### config.mk
export PLATFORM = sky130hd
export DESIGN_NAME = rowmax8_unit
export DESIGN_NICKNAME = d
export VERILOG_FILES = /design/src/rtl/rowmax8_pkg.sv /design/src/rtl/rowmax8_ctrl.sv /design/src/rtl/rowmax8_sortreg.sv /design/src/rtl/rowmax8_lencheck.sv /design/src/rtl/rowmax8_unit.sv
export SDC_FILE = /design/constraint.sdc
export NUM_CORES = 2
export LEC_CHECK = 0
export ABC_AREA = 0
export BUFFER_PORTS_ARGS = -buffer_cell sky130_fd_sc_hd__buf_2
export CORE_UTILIZATION = 60
export CTS_CLUSTER_DIAMETER = 150
export CTS_CLUSTER_SIZE = 10
export DETAILED_ROUTE_END_ITERATION = 12
export GPL_TIMING_DRIVEN = 1
export PLACE_DENSITY = 0.87
export SETUP_SLACK_MARGIN = 0.2
export SLEW_MARGIN = 20
export SYNTH_ARGS = -nofsm -noshare
export SYNTH_HDL_FRONTEND = slang
export SYNTH_HIERARCHICAL = 1
export SYNTH_SLANG_ARGS = --single-unit
### constraint.sdc
create_clock -name clk -period 5.7 [get_ports clk]
set_input_delay 0.57 -clock clk [delete_from_list [all_inputs] [get_ports clk]]
set_output_delay 0.57 -clock clk [all_outputs]
set_load 0.02 [all_outputs]
### src/rtl/rowmax8_pkg.sv
package rowmax8_pkg;

    localparam int unsigned SLOTS  = 8;
    localparam int unsigned WORD_W = 32;

    localparam logic [WORD_W-1:0] FP_FLOOR = 32'hFF7F_FFFF;

    typedef logic [WORD_W-1:0] word_t;

    typedef enum logic [1:0] {
        ST_IDLE    = 2'd0,
        ST_COLLECT = 2'd1,
        ST_REPORT  = 2'd2,
        ST_HOLD    = 2'd3
    } rm_state_e;

    // Map an fp32 pattern to an unsigned key with the same order; -0 folds onto +0.
    function automatic word_t order_key(input word_t x);
        word_t v;
        v = (x == 32'h8000_0000) ? 32'h0 : x;
        return v[31] ? ~v : {1'b1, v[30:0]};
    endfunction

endpackage

### src/rtl/rowmax8_ctrl.sv
module rowmax8_ctrl
    import rowmax8_pkg::*;
(
    input  logic clk,
    input  logic rst_n,
    input  logic in_valid,
    input  logic in_sor,
    input  logic in_eor,
    output logic accept,
    output logic clear,
    output logic last,
    output logic done
);

    rm_state_e state_q, state_d;

    always_comb begin
        state_d = state_q;
        if (in_valid && in_sor) begin
            state_d = in_eor ? ST_REPORT : ST_COLLECT;
        end else begin
            unique case (state_q)
                ST_IDLE:    state_d = ST_IDLE;
                ST_COLLECT: state_d = (in_valid && in_eor) ? ST_REPORT : ST_COLLECT;
                ST_REPORT:  state_d = ST_HOLD;
                ST_HOLD:    state_d = ST_HOLD;
                default:    state_d = ST_IDLE;
            endcase
        end
    end

    always_ff @(posedge clk or negedge rst_n) begin
        if (!rst_n) state_q <= ST_IDLE;
        else        state_q <= state_d;
    end

    always_comb begin
        accept = 1'b0;
        done   = 1'b0;
        unique case (state_q)
            ST_IDLE:    accept = in_valid && in_sor;
            ST_COLLECT: accept = in_valid;
            ST_REPORT: begin
                accept = in_valid && in_sor;
                done   = 1'b1;
            end
            ST_HOLD:    accept = in_valid && in_sor;
            default:    accept = 1'b0;
        endcase
        clear = accept && in_sor;
        last  = accept && in_eor;
    end

endmodule

### src/rtl/rowmax8_sortreg.sv
module rowmax8_sortreg
    import rowmax8_pkg::*;
(
    input  logic                    clk,
    input  logic                    rst_n,
    input  logic                    accept,
    input  logic                    clear,
    input  word_t                   din,
    output logic [SLOTS*WORD_W-1:0] slots_flat
);

    word_t             slot_q [SLOTS];
    word_t             base   [SLOTS];
    word_t             nxt    [SLOTS];
    logic  [SLOTS-1:0] above;
    word_t             new_key;

    assign new_key = order_key(din);

    for (genvar i = 0; i < SLOTS; i++) begin : g_slot
        assign base[i]  = clear ? FP_FLOOR : slot_q[i];
        // Strictly greater only: an equal value ranks below the stored one.
        assign above[i] = new_key > order_key(base[i]);

        if (i == 0) begin : g_top
            assign nxt[i] = above[i] ? din : base[i];
        end else begin : g_rest
            assign nxt[i] = !above[i]    ? base[i] :
                            above[i-1]   ? base[i-1] : din;
        end

        always_ff @(posedge clk or negedge rst_n) begin
            if (!rst_n)      slot_q[i] <= FP_FLOOR;
            else if (accept) slot_q[i] <= nxt[i];
        end

        assign slots_flat[i*WORD_W +: WORD_W] = slot_q[i];
    end

endmodule

### src/rtl/rowmax8_lencheck.sv
module rowmax8_lencheck #(
    parameter int unsigned MIN_LEN = 8,
    parameter int unsigned MAX_LEN = 16384,
    parameter int unsigned CNT_W   = $clog2(MAX_LEN + 2)
) (
    input  logic             clk,
    input  logic             rst_n,
    input  logic             accept,
    input  logic             clear,
    input  logic             last,
    input  logic [CNT_W-1:0] cfg_len,
    output logic             err
);

    localparam logic [CNT_W-1:0] CAP  = CNT_W'(MAX_LEN + 1);
    localparam logic [CNT_W-1:0] LO   = CNT_W'(MIN_LEN);
    localparam logic [CNT_W-1:0] HI   = CNT_W'(MAX_LEN);

    logic [CNT_W-1:0] cnt_q, cnt_d, cfg_q, cfg_eff;
    logic             err_q, bad_len;

    always_comb begin
        if (clear)           cnt_d = CNT_W'(1);
        else if (cnt_q >= CAP) cnt_d = CAP;
        else                 cnt_d = cnt_q + CNT_W'(1);
        cfg_eff = clear ? cfg_len : cfg_q;
        bad_len = (cnt_d < LO) || (cnt_d > HI) || (cnt_d != cfg_eff);
    end

    always_ff @(posedge clk or negedge rst_n) begin
        if (!rst_n) begin
            cnt_q <= '0;
            cfg_q <= '0;
            err_q <= 1'b0;
        end else if (accept) begin
            cnt_q <= cnt_d;
            if (clear) cfg_q <= cfg_len;
            if (last)       err_q <= bad_len;
            else if (clear) err_q <= 1'b0;
        end
    end

    assign err = err_q;

endmodule

### src/rtl/rowmax8_unit.sv
module rowmax8_unit
    import rowmax8_pkg::*;
#(
    parameter int unsigned MIN_LEN = 8,
    parameter int unsigned MAX_LEN = 16384,
    parameter int unsigned CNT_W   = $clog2(MAX_LEN + 2)
) (
    input  logic                    clk,
    input  logic                    rst_n,
    input  logic                    in_valid,
    input  logic                    in_sor,
    input  logic                    in_eor,
    input  logic [WORD_W-1:0]       in_data,
    input  logic [CNT_W-1:0]        cfg_len,
    output logic                    done,
    output logic                    err,
    output logic [SLOTS*WORD_W-1:0] top_vals
);

    logic accept, clear, last;

    rowmax8_ctrl u_ctrl (
        .clk      (clk),
        .rst_n    (rst_n),
        .in_valid (in_valid),
        .in_sor   (in_sor),
        .in_eor   (in_eor),
        .accept   (accept),
        .clear    (clear),
        .last     (last),
        .done     (done)
    );

    rowmax8_sortreg u_sort (
        .clk        (clk),
        .rst_n      (rst_n),
        .accept     (accept),
        .clear      (clear),
        .din        (in_data),
        .slots_flat (top_vals)
    );

    rowmax8_lencheck #(
        .MIN_LEN (MIN_LEN),
        .MAX_LEN (MAX_LEN),
        .CNT_W   (CNT_W)
    ) u_len (
        .clk     (clk),
        .rst_n   (rst_n),
        .accept  (accept),
        .clear   (clear),
        .last    (last),
        .cfg_len (cfg_len),
        .err     (err)
    );

endmodule

After elaboration in Yosys (flattened, before gate mapping)
Index checks and enable logic that the tools add are counted.
{"block": "op_classes", "n_mux": 52, "n_eq_ne": 13, "add_sub_neg": 1, "bitwise": 9, "reduce_logical": 11, "n_lt_le_gt_ge": 11}
{"cell": "$mux W32", "count": 41}
{"cell": "$eq A32 B32 Y1 const B", "count": 9}
{"cell": "$not A32 Y32", "count": 9}
{"cell": "$gt A32 B32 Y1", "count": 8}
{"cell": "$mux W15", "count": 3}
{"cell": "$add A15 B1 Y15 const B", "count": 1}
{"cell": "$ge A15 B15 Y1 const B", "count": 1}
{"cell": "$gt A15 B15 Y1 const B", "count": 1}
{"cell": "$lt A15 B4 Y1 const B", "count": 1}
{"cell": "$ne A15 B15 Y1", "count": 1}
{"cell": "$mux W2", "count": 3}
{"cell": "$pmux W2 S3", "count": 1}
{"cell": "$eq A2 B2 Y1 const B", "count": 2}
{"cell": "$logic_and A1 B1 Y1", "count": 4}
{"cell": "$mux W1", "count": 3}
{"cell": "$reduce_or A3 Y1", "count": 1}
{"cell": "$eq A2 B1 Y1 const B", "count": 1}
{"cell": "$logic_not A2 Y1", "count": 1}
{"cell": "$logic_or A1 B1 Y1", "count": 2}
{"cell": "$pmux W1 S2", "count": 1}
{"cell": "$reduce_and A2 Y1", "count": 1}
{"cell": "$reduce_bool A2 Y1", "count": 1}
{"cell": "$reduce_or A2 Y1", "count": 1}
{"block": "totals", "register_bits": 289, "elab_cells": 109, "input_bits": 52, "output_inout_bits": 258}

Longest topological paths before layout
{"block": "logic_depth", "depth_word": 12, "ltp_mapped": 19, "ltp_nobuf": 15}

By module
Netlist, hierarchy kept.
{"module": "rowmax8_sortreg", "cells_per_inst": 2753, "instances": 1, "area_per_inst_um2": 24193.2, "seq_area_each_um2": 6716.4}
{"module": "rowmax8_lencheck", "cells_per_inst": 249, "instances": 1, "area_per_inst_um2": 2304.7, "seq_area_each_um2": 775.7}
{"module": "rowmax8_ctrl", "cells_per_inst": 13, "instances": 1, "area_per_inst_um2": 122.6, "seq_area_each_um2": 50.0}

Worst setup path after synthesis
OpenSTA, ideal clock, no wires.
{"block": "synth_path", "path_kind": "input to register", "from": "input port in_data[31]", "to": "register u_sort.slot_q (netlist bit u_sort/slots_flat[32])", "t_required_ps": 5610, "path_slack_ps": 1251, "arrival_time_ps": 4359, "stages": 15, "setup_time_ps": 90, "path_cell_list": "clkbuf_1 -> inv_1 -> nor4_1 -> nand4_1 -> o21ai_0 -> mux2i_1 -> ha_1 -> nand4_1 -> or3_1 -> a21o_1 -> a31oi_1 -> nor2_4 -> clkbuf_1 -> a211oi_1 -> a221oi_2"}
{"block": "synth_between", "elab_chain_len": 7, "elab_cells_between_ends": 8, "classes_between": "2 x order compare; 1 x eq/ne; 4 x mux; 1 x bitwise"}
{"element": "from (decl)", "line_no": "rowmax8_unit.sv:13", "source": "input logic [WORD_W-1:0] in_data,"}
{"element": "$eq A32 B32 Y1", "line_no": "rowmax8_pkg.sv:20", "source": "v = (x == 32'h8000_0000) ? 32'h0 : x;"}
{"element": "$mux W32 *", "line_no": "rowmax8_pkg.sv:20"}
{"element": "$not A32 Y32", "line_no": "rowmax8_pkg.sv:21", "source": "return v[31] ? ~v : {1'b1, v[30:0]};"}
{"element": "$mux W32 *", "line_no": "rowmax8_pkg.sv:21"}
{"element": "$gt A32 B32 Y1", "line_no": "rowmax8_sortreg.sv:23", "source": "assign above[i] = new_key > order_key(base[i]);"}
{"element": "$mux W32", "line_no": "rowmax8_sortreg.sv:29", "source": "above[i-1] ? base[i-1] : din;"}
{"element": "$mux W32 *", "line_no": "rowmax8_sortreg.sv:28", "source": "assign nxt[i] = !above[i] ? base[i] :"}
{"element": "to (signal, indexed assignment)", "line_no": "rowmax8_sortreg.sv:34", "source": "else if (accept) slot_q[i] <= nxt[i];"}
{"element": "to (decl)", "line_no": "rowmax8_sortreg.sv:12", "source": "word_t slot_q [SLOTS];"}
Every way passes the cells marked *; elsewhere a longest branch is shown, timed or not.
A chain may end at the register's enable or synchronous reset.

Final worst setup path
{"block": "layout_path", "from": "input port in_data[23]", "to": "register u_sort.slot_q (netlist bit u_sort/slots_flat[134])"}
Same word-level chain as after synthesis.

==> metrics.log <==
INFO  metric cts_setup_buffers = 0
INFO  metric cp_max_stage_delay = about 930 ps
INFO  metric routed_wire_length_per_instance = 25.7 µm
INFO  metric die_h = between 200 and 250 µm
INFO  metric number_of_cells_on_the_worst_reg_to_reg_path = 14
INFO  metric number_of_library_cell_types_mapped_by_synthesis = 94
INFO  metric relSlewSlack = 21.0%
INFO  metric number_of_i_o_port_buffers = between 300 and 400
INFO  metric seq_area = 7540 µm²
INFO  metric die_width = ~210 µm
INFO  metric place_worst_setup_slack = -29.8 ps
INFO  metric dpl_cell_area = approximately 29,000 µm²
INFO  metric regToRegStartpoint = u_sort/slots_flat[47]
INFO  metric drive_gt1_share = 29.8%
INFO  metric grt_use_total = 42.9%
INFO  metric worstSetupEndpointType = register
INFO  metric hold_viol_final = 0
INFO  metric dr.first_iter.drc_count = 3,480
INFO  metric cell_chain_of_the_critical_path = buf_2, nor4_1, nand4_1, nor2_1, buf_4, nor2_1, ha_1, nand4_1, nor4_2, nand2_1, a22oi_2, nand2_2, buf_4, mux2i_1, a21oi_1
INFO  metric ctsHoldBuffers = 0
INFO  metric first_global_vias = about 25,000
INFO  metric number_of_resized_instances_in_the_post_cts_repair_step = 0
INFO  metric status = completed
INFO  metric number_of_enable_flip_flop_cells_after_synthesis = 0
INFO  metric synthesis.yosys.warnings = 6
INFO  metric cp_num_cells = 15
INFO  metric boundaryPins = 310
INFO  metric clock_sinks = 289
INFO  metric numCtsBuffers = 34
INFO  metric grt_setup_unrepaired = false
INFO  metric fin_tns_setup = 0 ps
INFO  metric coreArea = ~43,000 µm²
INFO  metric drt-total-wl = 98,500 µm
INFO  metric vias_per_cell = 6.73
INFO  metric tritoncts = built
INFO  metric mostFrequentLayoutCells = sky130_fd_sc_hd__nand2_1, sky130_fd_sc_hd__buf_2, sky130_fd_sc_hd__ha_1
INFO  metric fin_worst_skew = between 20 and 25 ps
INFO  metric critPathBufInv = 3
INFO  metric design.die.area = 45,200 µm²
INFO  metric setup.worst_path.start = in_data[23]
INFO  metric timing.fmax = about 190 MHz
INFO  metric worstSkewPairLatency = ~560 ps
INFO  metric cts_htree_levels = 2
INFO  metric clk_transition_reported_paths = approximately 60 ps
INFO  metric post_synthesis_instance_area = between 20,000 and 30,000 µm²
INFO  metric global_route_wire_length_before_repair = 148,000 µm
INFO  metric finalSetupViolations = 0
INFO  metric endpoint = u_sort/slots_flat[134]
INFO  metric clock_tree.buffer_depth = 3
INFO  metric worst-path-max-fanout = 29
INFO  metric total_power_consumption_of_the_routed_design = approximately 19 mW
INFO  metric final_cell_area = 29,600 µm²
INFO  metric type_of_the_setup_path_with_the_least_slack = primary input to register
INFO  metric regToRegSetupSlack = around 430 ps
INFO  metric required = 6170 ps
INFO  metric layout.cells.most_common = sky130_fd_sc_hd__nand2_1
INFO  metric finalCritPeriodShare = about 94%
INFO  metric gr-total-overflow = 0
INFO  metric ys_async_sr_fraction = 100%
INFO  metric routed_via_count = around 26,000
INFO  metric final.fill_count = 3,525
INFO  metric cp_data_arrival_time = 5800 ps
INFO  metric grt_start_max_net_pins = ~120
INFO  metric critPathLaunchType = primary input
INFO  metric crit-reg2reg-capture = u_sort/slots_flat[63]
INFO  metric floorplan.rows = 76
INFO  metric holdCritPathClass = primary input to async pin
INFO  metric avgSynthCellArea = between 8 and 9 µm²
INFO  metric period_needed = 5330 ps
INFO  metric drt-pass1-iter-count = 6
INFO  metric antenna_violating_nets_post_route = 0
INFO  metric max_cap_viol_count = 0
INFO  metric timing.final.max_slew_violations = 0
INFO  metric drcViolationCount = 0
INFO  metric cp_delay_by_family_top = simple AND/OR/NAND/NOR gates
INFO  metric synth-seq-area-share = 28.3%
INFO  metric pwr_density_cell = 631 nW/µm²
INFO  metric worst_slew_pin_slew = 1180 ps
INFO  metric number_of_antenna_violations_at_the_first_check_in_global_routing = 1
INFO  metric final.setup.worst_slack = 369 ps
INFO  metric mappedNetlistNets = 3,325
INFO  metric syn_to_final_growth = 11.3%
INFO  metric layout.core_utilization = 68.2%
INFO  metric worst_path_max_delay_cell = sky130_fd_sc_hd__nor4_1
INFO  metric global_placement_routability_congestion = 1.04
INFO  metric initial_core_util = between 60% and 70%
INFO  metric multi_input_area = 17,800 µm²
INFO  metric ys_dominant_reg_cell = sky130_fd_sc_hd__dfstp_2
INFO  metric yosys_register_bits = 289
INFO  metric nets = 3,545
INFO  metric total_leakage_power = 12.6 nW
INFO  metric vdd.ir_drop.worst = 0.000489 V
INFO  metric root_buffer = sky130_fd_sc_hd__clkbuf_16
INFO  metric dp.final_hpwl = 73,200 µm
INFO  metric synthesis.instances = between 3,000 and 4,000
[stage by stage]
stage | hold slack (ps) | instances
final | 106 | 3838
after global routing | 201 | 3836
after CTS | 159 | 3836
after detailed placement | 507 | 3784
after global placement | 499 | 3784
after floorplan | 274 | 3015
[power by group]
group | total, mW | internal (mW) | switching [mW]
sequential | 5.21 | 3.56 | 1.66
combinational | 11.4 | 4.62 | 6.77
clock | 2.08 | 1.18 | 0.903
[synth_stat cells (9+ instances only)]
master	number	share of area [%]
sky130_fd_sc_hd__nor2_1	242	3.4
sky130_fd_sc_hd__xor2_1	236	7.8
sky130_fd_sc_hd__buf_2	65	1.2
sky130_fd_sc_hd__mux2i_1	185	7.0
sky130_fd_sc_hd__or2_2	149	3.5
sky130_fd_sc_hd__mux2_2	25	1.1
sky130_fd_sc_hd__a21o_1	30	0.85
sky130_fd_sc_hd__a221oi_2	30	1.7
sky130_fd_sc_hd__buf_4	9	0.25
sky130_fd_sc_hd__nand3_1	43	0.81
sky130_fd_sc_hd__a211oi_2	12	0.56
sky130_fd_sc_hd__xnor2_1	54	1.8
sky130_fd_sc_hd__dfrtp_1	41	3.9
sky130_fd_sc_hd__o21ai_0	53	1.0
sky130_fd_sc_hd__nand4_1	68	1.6
sky130_fd_sc_hd__a31oi_1	9	0.21
sky130_fd_sc_hd__a221o_1	15	0.56
sky130_fd_sc_hd__ha_1	258	12
sky130_fd_sc_hd__nor3_1	60	1.1
sky130_fd_sc_hd__clkbuf_1	126	1.8
sky130_fd_sc_hd__o211ai_1	11	0.31
sky130_fd_sc_hd__buf_6	15	0.63
sky130_fd_sc_hd__nor4_1	100	2.4
sky130_fd_sc_hd__nor2b_1	12	0.28
sky130_fd_sc_hd__dfstp_2	248	24
sky130_fd_sc_hd__nand2_1	342	4.8
sky130_fd_sc_hd__a21oi_1	204	3.8
sky130_fd_sc_hd__and4_1	9	0.30
sky130_fd_sc_hd__a2bb2oi_1	93	3.1
sky130_fd_sc_hd__inv_1	64	0.90
sky130_fd_sc_hd__a211oi_1	52	1.5
[flip-flops by register name, indices dropped and copies added, names as in the netlist]
| register | count |
|---|---|
| u_len/err | 1 |
| u_len/cfg_q | 15 |
| u_len/cnt_q | 15 |
| u_sort/slots_flat | 256 |
| u_ctrl/state_q | 2 |
[layer usage]
metal / routed length, µm / global-route usage, %
met5: 13 / 0
met4: 5590 / 24.1
met3: 10800 / 9.70
met2: 43100 / 65.4
met1: 39000 / 56.0
[cell type report]
class | count | area share [%]
antenna | 2 | 0.0169
clock buffer | 52 | 3.32
inverter | 64 | 0.811
multi-input combinational | 2436 | 60.1
sequential | 289 | 25.5
tap | 585 | 2.47
timing repair buffer | 410 | 7.86
[worst min-delay path by stage]
stage                           startpoint                      to  slack, ps  depth (start not counted)
floorplan                            rst_n       u_ctrl/state_q[0]        270                          0
global placement     u_sort/slots_flat[63]   u_sort/slots_flat[63]        500                          2
detailed placement  u_sort/slots_flat[212]  u_sort/slots_flat[212]        510                          1
CTS                                  rst_n               u_len/err        160                          1
global route                         rst_n         u_len/cfg_q[10]        200                          1
finish                               rst_n         u_len/cfg_q[10]        110                          1
[logic make-up after synthesis]
kind of cell	Yosys count	share of synthesized area, %
buffers and inverters	290	5.11
DFF	289	28.3
xor gates and xnor gates	291	9.63
adders and majority gates	258	12.1
and+or+nand+nor	1097	20.6
AOI/OAI and AO/OA	580	16.2
muxes	210	8.01
Note: power is estimated with default switching activity, not from simulation.
